==> config.mk <==
export PLATFORM = sky130hd
export DESIGN_NAME = vec_port_dispatch
export DESIGN_NICKNAME = d
export VERILOG_FILES = /design/src/rtl/vecdisp_pkg.sv /design/src/rtl/vec_port_grant_ctrl.sv /design/src/rtl/vec_port_issue_dp.sv /design/src/rtl/vec_port_dispatch.sv
export SDC_FILE = /design/constraint.sdc
export NUM_CORES = 1
export LEC_CHECK = 0
export BUFFER_PORTS_ARGS = -buffer_cell sky130_fd_sc_hd__buf_2
export CORE_UTILIZATION = 44
export CTS_CLUSTER_DIAMETER = 50
export CTS_CLUSTER_SIZE = 25
export DETAILED_ROUTE_END_ITERATION = 8
export MAX_ROUTING_LAYER = met4
export PLACE_DENSITY = 0.75
export SYNTH_ARGS = -nofsm -noshare
export SYNTH_HDL_FRONTEND = slang
export SYNTH_SLANG_ARGS = --single-unit
==> constraint.sdc <==
create_clock -name clk -period 1.15 [get_ports clk]
set_input_delay 0.1725 -clock clk [delete_from_list [all_inputs] [get_ports clk]]
set_output_delay 0.1725 -clock clk [all_outputs]
set_load 0.02 [all_outputs]
==> src/rtl/vecdisp_pkg.sv <==
package vecdisp_pkg;

  typedef enum logic [1:0] {
    KIND_INT  = 2'd0,
    KIND_V256 = 2'd1,
    KIND_V512 = 2'd2,
    KIND_RSV  = 2'd3
  } uop_kind_e;

  // Per-cycle strobes from grant control to the issue datapath.
  // A *Sel bit names the source slot (0 older, 1 younger).
  typedef struct packed {
    logic p0IntEn;
    logic p0IntSel;
    logic p1IntEn;
    logic p1IntSel;
    logic p0VecEn;
    logic p0VecSel;
    logic pairWide;   // port 0 vector op is 512-bit and owns port 1 vector half
    logic p1VecEn;
    logic p1VecSel;
    logic p5En;
    logic p5Sel;
  } issue_strobe_t;

endpackage

==> src/rtl/vec_port_grant_ctrl.sv <==
module vec_port_grant_ctrl
  import vecdisp_pkg::*;
#(
  parameter bit HAS_WIDE5 = 1'b1
) (
  input  logic          clk,
  input  logic          rstN,
  input  logic          inValid0,
  input  logic [1:0]    inKind0,
  input  logic          inValid1,
  input  logic [1:0]    inKind1,
  output logic          grant0,
  output logic          grant1,
  output issue_strobe_t strobe
);

  logic intPending0;
  logic intPending1;
  logic slot1Allowed;

  always_comb begin
    strobe       = '0;
    grant0       = 1'b0;
    grant1       = 1'b0;
    intPending0  = 1'b0;
    intPending1  = 1'b0;

    // Older slot: always finds its resource when its kind is defined.
    if (inValid0) begin
      case (inKind0)
        KIND_V512: begin
          strobe.p0VecEn  = 1'b1;
          strobe.p0VecSel = 1'b0;
          strobe.pairWide = 1'b1;
          grant0          = 1'b1;
        end
        KIND_V256: begin
          strobe.p0VecEn  = 1'b1;
          strobe.p0VecSel = 1'b0;
          grant0          = 1'b1;
        end
        KIND_INT: begin
          grant0      = 1'b1;
          intPending0 = 1'b1;
        end
        default: ;
      endcase
    end

    // Younger slot may only go when the older one did not stall.
    slot1Allowed = !inValid0 || grant0;

    if (inValid1 && slot1Allowed) begin
      case (inKind1)
        KIND_V512: begin
          if (!strobe.p0VecEn) begin
            strobe.p0VecEn  = 1'b1;
            strobe.p0VecSel = 1'b1;
            strobe.pairWide = 1'b1;
            grant1          = 1'b1;
          end else if (HAS_WIDE5) begin
            strobe.p5En  = 1'b1;
            strobe.p5Sel = 1'b1;
            grant1       = 1'b1;
          end
        end
        KIND_V256: begin
          if (!strobe.p0VecEn) begin
            strobe.p0VecEn  = 1'b1;
            strobe.p0VecSel = 1'b1;
            grant1          = 1'b1;
          end else if (!strobe.pairWide) begin
            strobe.p1VecEn  = 1'b1;
            strobe.p1VecSel = 1'b1;
            grant1          = 1'b1;
          end
        end
        KIND_INT: begin
          grant1      = 1'b1;
          intPending1 = 1'b1;
        end
        default: ;
      endcase
    end

    // Integer ALU placement, after the vector claims are known.
    if (intPending0) begin
      if (strobe.pairWide) begin
        strobe.p1IntEn  = 1'b1;
        strobe.p1IntSel = 1'b0;
      end else begin
        strobe.p0IntEn  = 1'b1;
        strobe.p0IntSel = 1'b0;
      end
    end
    if (intPending1) begin
      if (strobe.pairWide || strobe.p0IntEn) begin
        strobe.p1IntEn  = 1'b1;
        strobe.p1IntSel = 1'b1;
      end else begin
        strobe.p0IntEn  = 1'b1;
        strobe.p0IntSel = 1'b1;
      end
    end
  end

  // age order kept at the grant interface
  a_r9_in_order: assert property (@(posedge clk) disable iff (!rstN)
    (inValid0 && !grant0) |-> !grant1);

  // reserved kind never granted
  a_r10_rsv_slot0: assert property (@(posedge clk) disable iff (!rstN)
    (inValid0 && inKind0 == KIND_RSV) |-> !grant0);
  a_r10_rsv_slot1: assert property (@(posedge clk) disable iff (!rstN)
    (inValid1 && inKind1 == KIND_RSV) |-> !grant1);

  // port 5 only taken when the port 0 vector unit is already claimed
  a_r8_p5_overflow_only: assert property (@(posedge clk) disable iff (!rstN)
    strobe.p5En |-> strobe.p0VecEn);

  // a 256-bit op never lands on port 1 while the pair is fused
  a_r6_no_split_pair: assert property (@(posedge clk) disable iff (!rstN)
    strobe.pairWide |-> !strobe.p1VecEn);

endmodule

==> src/rtl/vec_port_issue_dp.sv <==
module vec_port_issue_dp
  import vecdisp_pkg::*;
#(
  parameter int TAG_W     = 6,
  parameter bit HAS_WIDE5 = 1'b1
) (
  input  logic             clk,
  input  logic             rstN,
  input  issue_strobe_t    strobe,
  input  logic [TAG_W-1:0] inTag0,
  input  logic [TAG_W-1:0] inTag1,
  output logic             p0IntValid,
  output logic [TAG_W-1:0] p0IntTag,
  output logic             p0VecValid,
  output logic             p0VecWide,
  output logic [TAG_W-1:0] p0VecTag,
  output logic             p1IntValid,
  output logic [TAG_W-1:0] p1IntTag,
  output logic             p1VecValid,
  output logic             p1VecFused,
  output logic [TAG_W-1:0] p1VecTag,
  output logic             p5WideValid,
  output logic [TAG_W-1:0] p5WideTag
);

  localparam logic [TAG_W-1:0] TAG_IDLE = '0;

  function automatic logic [TAG_W-1:0] pickTag(input logic en, input logic sel,
                                              input logic [TAG_W-1:0] t0,
                                              input logic [TAG_W-1:0] t1);
    if (!en) return TAG_IDLE;
    return sel ? t1 : t0;
  endfunction

  always_ff @(posedge clk or negedge rstN) begin
    if (!rstN) begin
      p0IntValid <= 1'b0;
      p0IntTag   <= TAG_IDLE;
      p0VecValid <= 1'b0;
      p0VecWide  <= 1'b0;
      p0VecTag   <= TAG_IDLE;
      p1IntValid <= 1'b0;
      p1IntTag   <= TAG_IDLE;
      p1VecValid <= 1'b0;
      p1VecFused <= 1'b0;
      p1VecTag   <= TAG_IDLE;
    end else begin
      p0IntValid <= strobe.p0IntEn;
      p0IntTag   <= pickTag(strobe.p0IntEn, strobe.p0IntSel, inTag0, inTag1);
      p0VecValid <= strobe.p0VecEn;
      p0VecWide  <= strobe.p0VecEn && strobe.pairWide;
      p0VecTag   <= pickTag(strobe.p0VecEn, strobe.p0VecSel, inTag0, inTag1);
      p1IntValid <= strobe.p1IntEn;
      p1IntTag   <= pickTag(strobe.p1IntEn, strobe.p1IntSel, inTag0, inTag1);
      p1VecValid <= strobe.p1VecEn;
      p1VecFused <= strobe.pairWide;
      p1VecTag   <= pickTag(strobe.p1VecEn, strobe.p1VecSel, inTag0, inTag1);
    end
  end

  generate
    if (HAS_WIDE5) begin : gWide5
      always_ff @(posedge clk or negedge rstN) begin
        if (!rstN) begin
          p5WideValid <= 1'b0;
          p5WideTag   <= TAG_IDLE;
        end else begin
          p5WideValid <= strobe.p5En;
          p5WideTag   <= pickTag(strobe.p5En, strobe.p5Sel, inTag0, inTag1);
        end
      end
    end else begin : gNoWide5
      assign p5WideValid = 1'b0;
      assign p5WideTag   = TAG_IDLE;
    end
  endgenerate

  // fused flag on port 1 tracks the wide op on port 0
  a_r4_pair_together: assert property (@(posedge clk) disable iff (!rstN)
    p0VecWide |-> (p0VecValid && p1VecFused));

  // port 1 vector half never carries its own op while lent out
  a_r6_fused_excl: assert property (@(posedge clk) disable iff (!rstN)
    p1VecFused |-> !p1VecValid);

endmodule

==> src/rtl/vec_port_dispatch.sv <==
module vec_port_dispatch
  import vecdisp_pkg::*;
#(
  parameter int TAG_W     = 6,
  parameter bit HAS_WIDE5 = 1'b1
) (
  input  logic             clk,
  input  logic             rstN,
  input  logic             inValid0,
  input  logic [1:0]       inKind0,
  input  logic [TAG_W-1:0] inTag0,
  input  logic             inValid1,
  input  logic [1:0]       inKind1,
  input  logic [TAG_W-1:0] inTag1,
  output logic             grant0,
  output logic             grant1,
  output logic             p0IntValid,
  output logic [TAG_W-1:0] p0IntTag,
  output logic             p0VecValid,
  output logic             p0VecWide,
  output logic [TAG_W-1:0] p0VecTag,
  output logic             p1IntValid,
  output logic [TAG_W-1:0] p1IntTag,
  output logic             p1VecValid,
  output logic             p1VecFused,
  output logic [TAG_W-1:0] p1VecTag,
  output logic             p5WideValid,
  output logic [TAG_W-1:0] p5WideTag
);

  issue_strobe_t strobe;

  vec_port_grant_ctrl #(.HAS_WIDE5(HAS_WIDE5)) uCtrl (
    .clk      (clk),
    .rstN     (rstN),
    .inValid0 (inValid0),
    .inKind0  (inKind0),
    .inValid1 (inValid1),
    .inKind1  (inKind1),
    .grant0   (grant0),
    .grant1   (grant1),
    .strobe   (strobe)
  );

  vec_port_issue_dp #(.TAG_W(TAG_W), .HAS_WIDE5(HAS_WIDE5)) uDp (
    .clk         (clk),
    .rstN        (rstN),
    .strobe      (strobe),
    .inTag0      (inTag0),
    .inTag1      (inTag1),
    .p0IntValid  (p0IntValid),
    .p0IntTag    (p0IntTag),
    .p0VecValid  (p0VecValid),
    .p0VecWide   (p0VecWide),
    .p0VecTag    (p0VecTag),
    .p1IntValid  (p1IntValid),
    .p1IntTag    (p1IntTag),
    .p1VecValid  (p1VecValid),
    .p1VecFused  (p1VecFused),
    .p1VecTag    (p1VecTag),
    .p5WideValid (p5WideValid),
    .p5WideTag   (p5WideTag)
  );

  // every grant becomes exactly one issue valid one edge later
  a_r11_grant_to_issue: assert property (@(posedge clk) disable iff (!rstN)
    (grant0 || grant1) |=> ($countones({p0IntValid, p1IntValid, p0VecValid,
                                        p1VecValid, p5WideValid})
                            == $countones($past({grant0, grant1}))));

  // without the port 5 unit nothing ever issues there
  a_r7_no_p5_when_absent: assert property (@(posedge clk) disable iff (!rstN)
    !HAS_WIDE5 |-> !p5WideValid);

endmodule

# Word level (Yosys, flattened, before mapping)
# Index checks and enable logic that the tools add are counted.
dict set report totals {
  ramBits 0
  memories 0
  out_inout_bits 39
  register_bits 37
  latchBits 0
  inputBits 20
  rom_bits 0
  elab_cells 65
}
dict set report classes {
  bitwise_logic 0
  addsub 0
  n_eq_ne 4
  multipliers 0
  shift 0
  n_lt_le_gt_ge 0
  n_reduce_logical 10
  n_div 0
  n_mux 39
}
# operator count
set op_table {}
lappend op_table {{6-bit two-way mux} 10}
lappend op_table {{2-bit two-way mux} 11}
lappend op_table {{1-bit two-way mux} 12}
lappend op_table {{4-bit two-way mux} 2}
lappend op_table {{7-bit two-way mux} 1}
lappend op_table {{2-bit by 1-bit equality test with 1-bit output, second input constant} 2}
lappend op_table {{2-bit equality test, second input constant} 2}
lappend op_table {{2-bit logical NOT} 2}
lappend op_table {{2-bit one-hot mux with 2 select lines} 1}
lappend op_table {{2-bit OR reduction} 2}
lappend op_table {{3-bit two-way mux} 1}
lappend op_table {{3-bit OR reduction} 1}
lappend op_table {{1-bit logical AND} 2}
lappend op_table {{1-bit logical OR} 2}
lappend op_table {{1-bit one-hot mux with 2 select lines} 1}
lappend op_table {{1-bit logical NOT} 1}

# Depth between registers and ports, before layout
# Gate-level depths: netlist of run 1.
dict set report logic_depth {
  ltp_word 15
  depth_mapped 6
  ltp_nobuf 5
}

# Hierarchy
# From an unflattened synthesis of run 1, not the netlist that was laid out.
dict set report unflattened {
  hier_cells 145
  hier_area_um2 1780.5
}
# module seq_area_each_um2 cells_per_inst instances area_per_inst_um2
set modules_own_cells {}
lappend modules_own_cells {vec_port_issue_dp 925.9 103 1 1476.4}
lappend modules_own_cells {vec_port_grant_ctrl 0.0 42 1 304.0}

# Least setup slack after synthesis of run 1
# No wires, ideal clock.
dict set report synth_timing {
  kind {input port to output port}
  start {in inKind0[0]}
  end {out grant1}
  n_path_buf 2
  t_arrival_ns 1.467
  t_required_ns 0.978
  path_stages 5
  slack_ns -0.490
  path_cell_list {ha_1 a21boi_2 buf_4 buf_4 nor3b_1}
}
dict set report synth_between {
  elab_chain_cells 7
  elab_cells_between_ends 16
  cone_classes {eq/ne (2); mux (9); reduce/logical (5)}
}
# item line_no
set synth_lines {}
lappend synth_lines {{start: declaration} vec_port_dispatch.sv:10} ;# input logic [1:0] inKind0,
lappend synth_lines {{2-bit equality test, or another cell as far along} vec_port_grant_ctrl.sv:30} ;# case (inKind0)
lappend synth_lines {{1-bit two-way mux, or another cell as far along} vec_port_grant_ctrl.sv:30}
lappend synth_lines {{3-bit two-way mux, or another cell as far along} vec_port_grant_ctrl.sv:29} ;# if (inValid0) begin
lappend synth_lines {{1-bit two-way mux, or another cell as far along} vec_port_grant_ctrl.sv:72} ;# end else if (!strobe.pairWide) begin
lappend synth_lines {{1-bit two-way mux or 1-bit logical OR (tied branches)} {vec_port_grant_ctrl.sv:68, vec_port_grant_ctrl.sv:51}}
lappend synth_lines {{1-bit one-hot mux with 2 select lines or 1-bit logical AND (tied branches)} {vec_port_grant_ctrl.sv:54, vec_port_grant_ctrl.sv:53}}
lappend synth_lines {{1-bit two-way mux *} vec_port_grant_ctrl.sv:53} ;# if (inValid1 && slot1Allowed) begin
lappend synth_lines {{end: declaration} vec_port_dispatch.sv:16} ;# output logic grant1,
# Every way passes the cells marked *; elsewhere a longest branch is shown, timed or not.

# Worst setup path after layout of run 1
dict set report layout_timing {
  start {in inKind0[1]}
  end {out grant1}
}
# The elaborated chain is that of the path after synthesis.

==> out/summary.txt, run 1 <==
outcome -> complete, but fails checks
violated checks -> setup timing
Multi-input gate area -> 907 um^2
clock slew seen by the registers of the worst setup and hold paths -> 0.07 ns
global-route usage over all layers -> 0.246
share of the clock period used by the worst path after layout -> 1.13
main combinational cell family by area after synthesis -> simple AND/OR/NAND/NOR gates
placed wire-length estimate -> 3.11 mm
via count normalized by instance count -> 5.44
Worst path max stage delay -> 0.19 ns
worst max-slew margin expressed relative to the limit -> 0.704
Inst Count DP -> 263
Core Area -> 0.00347 mm^2
sequential area share after synthesis -> 0.562
count of nets after finishing -> 258
number of enable-type register cells in the synthesized netlist -> 0
Inserted Clock Buffers -> 5
Total Neg Setup Slack -> -0.356 ns
Cells after Synth -> 145
CTS tree -> done
number of detailed-route iterations in the first pass -> 4
ranking of synthesized cells by area -> dfrtp_1, and2_1, ha_1
routability cong. -> 0.970
slowest stage cell on the critical path -> ha_4
kind of end point of the critical path -> output pin
number of standard cells in the layout, taps in and fillers out -> 278
number of buffers on the longest clock path -> 2
number of global-route vias before repair -> 1,548
netlist area before placement -> 0.00165 mm^2
CTS Root Buffer Type -> clkbuf_8
pin count of the biggest net entering global routing -> 38
Port Buf Inserts -> 58
area share of xor/xnor cells in the synthesized design -> 0
via count -> 1,512
power density over cell area -> 1120 mW/mm^2
Worst Path Max Fanout -> 5
Max rail drop VDD -> 0.459 mV
final design instance area without fill -> 0.00264 mm^2
number of nets produced by synthesis -> 172
share of the synthesized area in the top cell type -> 0.562
max-cap viol count -> 0
ranking of synthesized cells by instance count -> dfrtp_1, and2_1, nand2_1, inv_1
cell-by-cell trace of the critical path -> buf_12, ha_4, a21boi_4, buf_4, nor3b_4, buf_6
Synth Area in Adders -> 0.0600
per-cell routed wire length -> 16.7 um
Filler Cell Count -> 221
Setup crit start kind -> input port
number of remaining DRC errors -> 0
antenna violations before repair -> 0
post-place instance area -> 0.00221 mm^2
maximum clock frequency -> 0.771 GHz
transition time of the tightest slew-check pin -> 0.444 ns
CP Buf/Inv Count -> 3
relative area change from synthesis to final layout -> 60.5%
leakage power of the design -> 1.34 nW
remaining global-route overflow -> 0
number of placement rows -> 21
Synth warnings -> 0
proportion of layout cells with a drive suffix above 1 -> 0.599
overall die area -> 0.00399 mm^2
mean area per synthesized cell -> 11.4 um^2
#FFs+latches synth -> 37
Tmin final -> 1.30 ns
final antenna diode count -> 0
worst endpoint required time -> 0.98 ns
chip width -> 63.2 um
vertical extent of the die -> 63.2 um
biggest area consumer among synthesized cells -> dfrtp_1
RSZ-0062 raised after global routing -> yes
final hold violation count -> 0
classification of the worst setup path -> input port to output pin
HP Class -> input port to flip-flop
Final ANT Viol Nets -> 0
post-synthesis compound-gate area fraction -> 0.126
Final Setup Violations -> 10
most common cell in the synthesized netlist -> dfrtp_1
worst path arrival time -> 1.12 ns
clock sinks -> 37
ys flop type -> dfrtp_1
number of distinct library cells after synthesis -> 31
I/O pin count -> 59
number of pins exceeding their max-slew limit in the final report -> 0
Final WS setup -> -0.146 ns
Initial Util -> 0.475
count of H-tree levels built during CTS -> 2
simple-gate portion of the synthesized area -> 0.196
first-pass GRT wire length -> 7.16 mm
number of design-rule violations left by the first detailed-router iteration -> 78
Sequential cell area -> 926 um^2
delay-heaviest family, CP -> buffers and inverters
fraction of synthesis flops using an asynchronous set or reset pin -> 1.00
multiplexer share of the synthesized area -> 0
total routed wirelength -> 4.65 mm
power by group:
part / internal (W) / total [W] / switching [W]
registers: 0.00135 / 0.00136 / 0.0000126
logic: 0.000299 / 0.000680 / 0.000381
clock network: 0.000485 / 0.000929 / 0.000444
total: 0.00213 / 0.00297 / 0.000838
layout make-up:
class / instances / area share
multi-input combinational: 89 / 0.343
inverter: 10 / 0.0237
timing repair buffer: 88 / 0.224
tap: 46 / 0.0218
clock buffer: 6 / 0.0313
sequential: 37 / 0.350
clock inverter: 2 / 0.00521
path summary, 6_finish.rpt:
check                           start         endpoint  slack (ns)  cells past startpoint
setup / recovery           inKind0[1]           grant1       -0.15                      6
hold / removal              inTag0[4]  uDp.p0IntTag[4]        0.17                      3
max in group asynchronous        rstN  uDp.p0IntTag[5]        0.39                      3
min in group asynchronous        rstN  uDp.p1IntTag[2]        0.45                      3
sequential cells by signal, summed over array words and instances (netlist names):
| signal | count |
|---|---|
| uDp.p0VecTag | 6 |
| uDp.p5WideTag | 6 |
| uDp.p1VecTag | 6 |
| uDp.p0IntTag | 6 |
| uDp.p0VecValid | 1 |
| uDp.p1VecValid | 1 |
| uDp.p1IntTag | 6 |
| uDp.p1VecFused | 1 |
| uDp.p5WideValid | 1 |
| uDp.p0VecWide | 1 |
| uDp.p1IntValid | 1 |
| uDp.p0IntValid | 1 |
placed cells by master (no fill, tap or decap), drive strengths merged, types with 2 or more instances in the layout:
| master | instances |
|---|---|
| clkinv | 2 |
| a21boi | 2 |
| o32ai | 6 |
| clkbuf | 6 |
| nand2 | 12 |
| o21ai | 2 |
| and4 | 6 |
| and2 | 15 |
| nand3 | 7 |
| dfrtp | 37 |
| ha | 7 |
| a21oi | 7 |
| a221o | 6 |
| nor2 | 2 |
| inv | 10 |
| buf | 87 |
| nand4 | 6 |
metrics by stage:
stage | utilization | hold WS, ns | setup slack [ns] | power (W)
6_report | 0.762 | 0.168 | -0.146 | 0.00297
5_1_grt | 0.762 | 0.167 | -0.178 | 0.00309
4_1_cts | 0.730 | 0.154 | -0.124 | 0.00292
3_5_place_dp | 0.637 | 0.226 | -0.431 | 0.00191
3_3_place_gp | 0.637 | 0.217 | -0.390 | 0.00189
2_1_floorplan | - | -0.123 | -0.130 | 0.00167
cell families (layout without fill, tap and decap cells):
group	count (synthesis)	count (layout)
AND/OR/NAND/NOR	54	54
flip-flops	37	37
AO/OA/AOI/OAI	27	27
buffers and inverters	19	106
adder cells (fa/ha/maj)	8	8
repair_timing:
action,in CTS,in global routing
resized for setup,36,26
setup endpoints to repair,20,36
buffers inserted,4,4
hold buffers,1,0
endpoints found under the hold margin,37,0
pin swaps,11,15
tightest hold or removal path, stage by stage:
cell and delay, ns:
buf_2 0.13, nand2_1 0.07, a21oi_2 0.05
layer usage:
metal	track usage	share of wire
met5	-	0
met4	0.119	0.019
met3	0.0688	0.071
met2	0.421	0.53
met1	0.262	0.38
Note: power is estimated with default switching activity, not from simulation.
==> run 2, diff against run 1 <==
Settings changed: CORE_ASPECT_RATIO set to 0.6, REMOVE_ABC_BUFFERS set to 1.
==> run 2 against run 1 <==
The run still ends with setup timing left. Worst setup slack worse by 0.055 ns. Largest cell class unchanged. Die area is 0.20% higher. Highest routed layer unchanged. Fmax is 4.1% lower. Sequential power hardly changed. Total power is 0.62% lower. Clock power is 14% higher. Largest power group unchanged. First-iteration DRC count is 130% higher. Combinational power is 22% lower.
==> out/summary.txt, run 2 (synthesis gave the netlist of run 1 again) <==
outcome -> complete, but fails checks
violated checks -> setup timing
number of pins exceeding their max-slew limit in the final report -> 0
Worst Path Max Fanout -> 4
RSZ-0062 raised after global routing -> yes
number of standard cells in the layout, taps in and fillers out -> 268
worst max-slew margin expressed relative to the limit -> 0.743
part of the power in registers -> 0.462
placed wire-length estimate -> 3.25 mm
Inserted Clock Buffers -> 5
power density over cell area -> 1290 mW/mm^2
number of remaining DRC errors -> 0
number of design-rule violations left by the first detailed-router iteration -> 181
Internal Power -> 0.00220 W
most common cell after layout, fill and taps aside -> buf_2
max-cap viol count -> 0
via count -> 1,438
HP Class -> input port to flip-flop
cell occurring most often along the worst timing path -> buf_6
Clk pwr share -> 0.359
Final WS setup -> -0.202 ns
CTS Root Buffer Type -> clkbuf_8
chip width -> 81.0 um
worst endpoint required time -> 0.98 ns
Filler Cell Count -> 253
Tmin final -> 1.35 ns
proportion of layout cells with a drive suffix above 1 -> 0.444
classification of the worst setup path -> input port to output pin
first-pass GRT wire length -> 6.98 mm
pin count of the biggest net entering global routing -> 25
slowest stage cell on the critical path -> ha_4
maximum clock frequency -> 0.740 GHz
final hold violation count -> 0
relative area change from synthesis to final layout -> 39.4%
Net Sw Power -> 0.000759 W
Max rail drop VDD -> 0.815 mV
CTS tree -> done
Final ANT Viol Nets -> 0
count of nets after finishing -> 250
routability cong. -> 0.836
number of placement rows -> 16
final antenna diode count -> 0
kind of end point of the critical path -> output pin
Setup crit start kind -> input port
number of detailed-route iterations in the first pass -> 4
transition time of the tightest slew-check pin -> 0.380 ns
I/O pin count -> 59
Port Buf Inserts -> 58
share of the clock period used by the worst path after layout -> 1.18
overall die area -> 0.00400 mm^2
global-route usage over all layers -> 0.245
Initial Util -> 0.484
Inst Count DP -> 259
cell-by-cell trace of the critical path -> buf_6, inv_4, ha_4, buf_6, nand3_2, a211oi_2, nor3b_2, buf_2
number of buffers on the longest clock path -> 2
Core Area -> 0.00340 mm^2
remaining global-route overflow -> 0
Final Setup Violations -> 21
smallest hold slack -> 0.169 ns
per-cell routed wire length -> 16.3 um
number of global-route vias before repair -> 1,362
delay-heaviest family, CP -> buffers and inverters
Worst path max stage delay -> 0.27 ns
switching share of power -> 0.257
CP Buf/Inv Count -> 4
leakage power of the design -> 1.24 nW
clock slew seen by the registers of the worst setup and hold paths -> 0.07 ns
clock sinks -> 37
total routed wirelength -> 4.37 mm
count of H-tree levels built during CTS -> 2
highest-count cells in the layout ignoring fill and taps -> buf_2, dfrtp_1, buf_4
worst path arrival time -> 1.18 ns
vertical extent of the die -> 49.4 um
antenna violations before repair -> 0
Logic pwr share -> 0.179
via count normalized by instance count -> 5.37
[run 2: cell count changes in the layout (fill, tap and decap cells not counted), moves of 3 or more]
cell     change
a21oi_1      +6
a21oi_2      -6
o32ai_1      +6
o32ai_2      -6
and2_1       +5
and2_4       -5
ha_4         -5
buf_6        -4
ha_1         +4
buf_4        -3
[run 2: final cells by class]
class	count	area (um^2)	share of cell area
sequential	37	926	0.403
multi-input combinational	89	677	0.295
timing repair buffer	80	490	0.214
clock buffer	5	68.8	0.0300
tap	45	56.3	0.0245
inverter	10	42.5	0.0185
clock inverter	2	35.0	0.0153
[run 2: metal layers]
layer | up-vias | track usage | routed length [um]
met5 | - | - | 0
met4 | 0 | 0.0327 | 65
met3 | 10 | 0.0579 | 361
met2 | 72 | 0.384 | 1980
met1 | 686 | 0.331 | 1970
li1 | 670 | - | -
[run 2: path summary, 6_finish.rpt]
| kind | from | end | slack (ns) | cells past startpoint |
|---|---|---|---|---|
| setup / recovery | inKind0[0] | grant1 | -0.20 | 8 |
| max in group asynchronous | rstN | uDp.p1VecTag[2] | 0.36 | 3 |
| hold / removal | inTag0[3] | uDp.p0IntTag[3] | 0.17 | 3 |
| min in group asynchronous | rstN | uDp.p0VecWide | 0.34 | 2 |
[run 2: timing repair]
action                     in CTS  in global routing
setup buffers                   1                  0
setup endpoints to repair      35                 29
hold endpoints to repair       13                  0
resized for setup              15                  4
hold buffers                    1                  0
pin swaps                       4                  0
[run 2: metrics by stage]
step | setup TNS, ns | power [W] | utilization | cell area, um^2 | setup WS (ns)
3_3_place_gp | -11.07 | 0.00185 | 0.618 | 2100 | -0.444
2_1_floorplan | -6.73 | 0.00161 | - | 1590 | -0.539
4_1_cts | -1.44 | 0.00296 | 0.671 | 2280 | -0.185
5_1_grt | -2.96 | 0.00310 | 0.675 | 2300 | -0.242
6_report | -1.75 | 0.00295 | 0.675 | 2300 | -0.202
3_5_place_dp | -13.68 | 0.00187 | 0.618 | 2100 | -0.541
[run 2: power groups by stage]
stage	registers, W	clock network [W]	logic [W]
after floorplan	0.00146	0	0.000156
after global placement	0.00139	0	0.000465
after detailed placement	0.00139	0	0.000484
after CTS	0.00136	0.00108	0.000519
after global routing	0.00137	0.00116	0.000573
final	0.00136	0.00106	0.000530
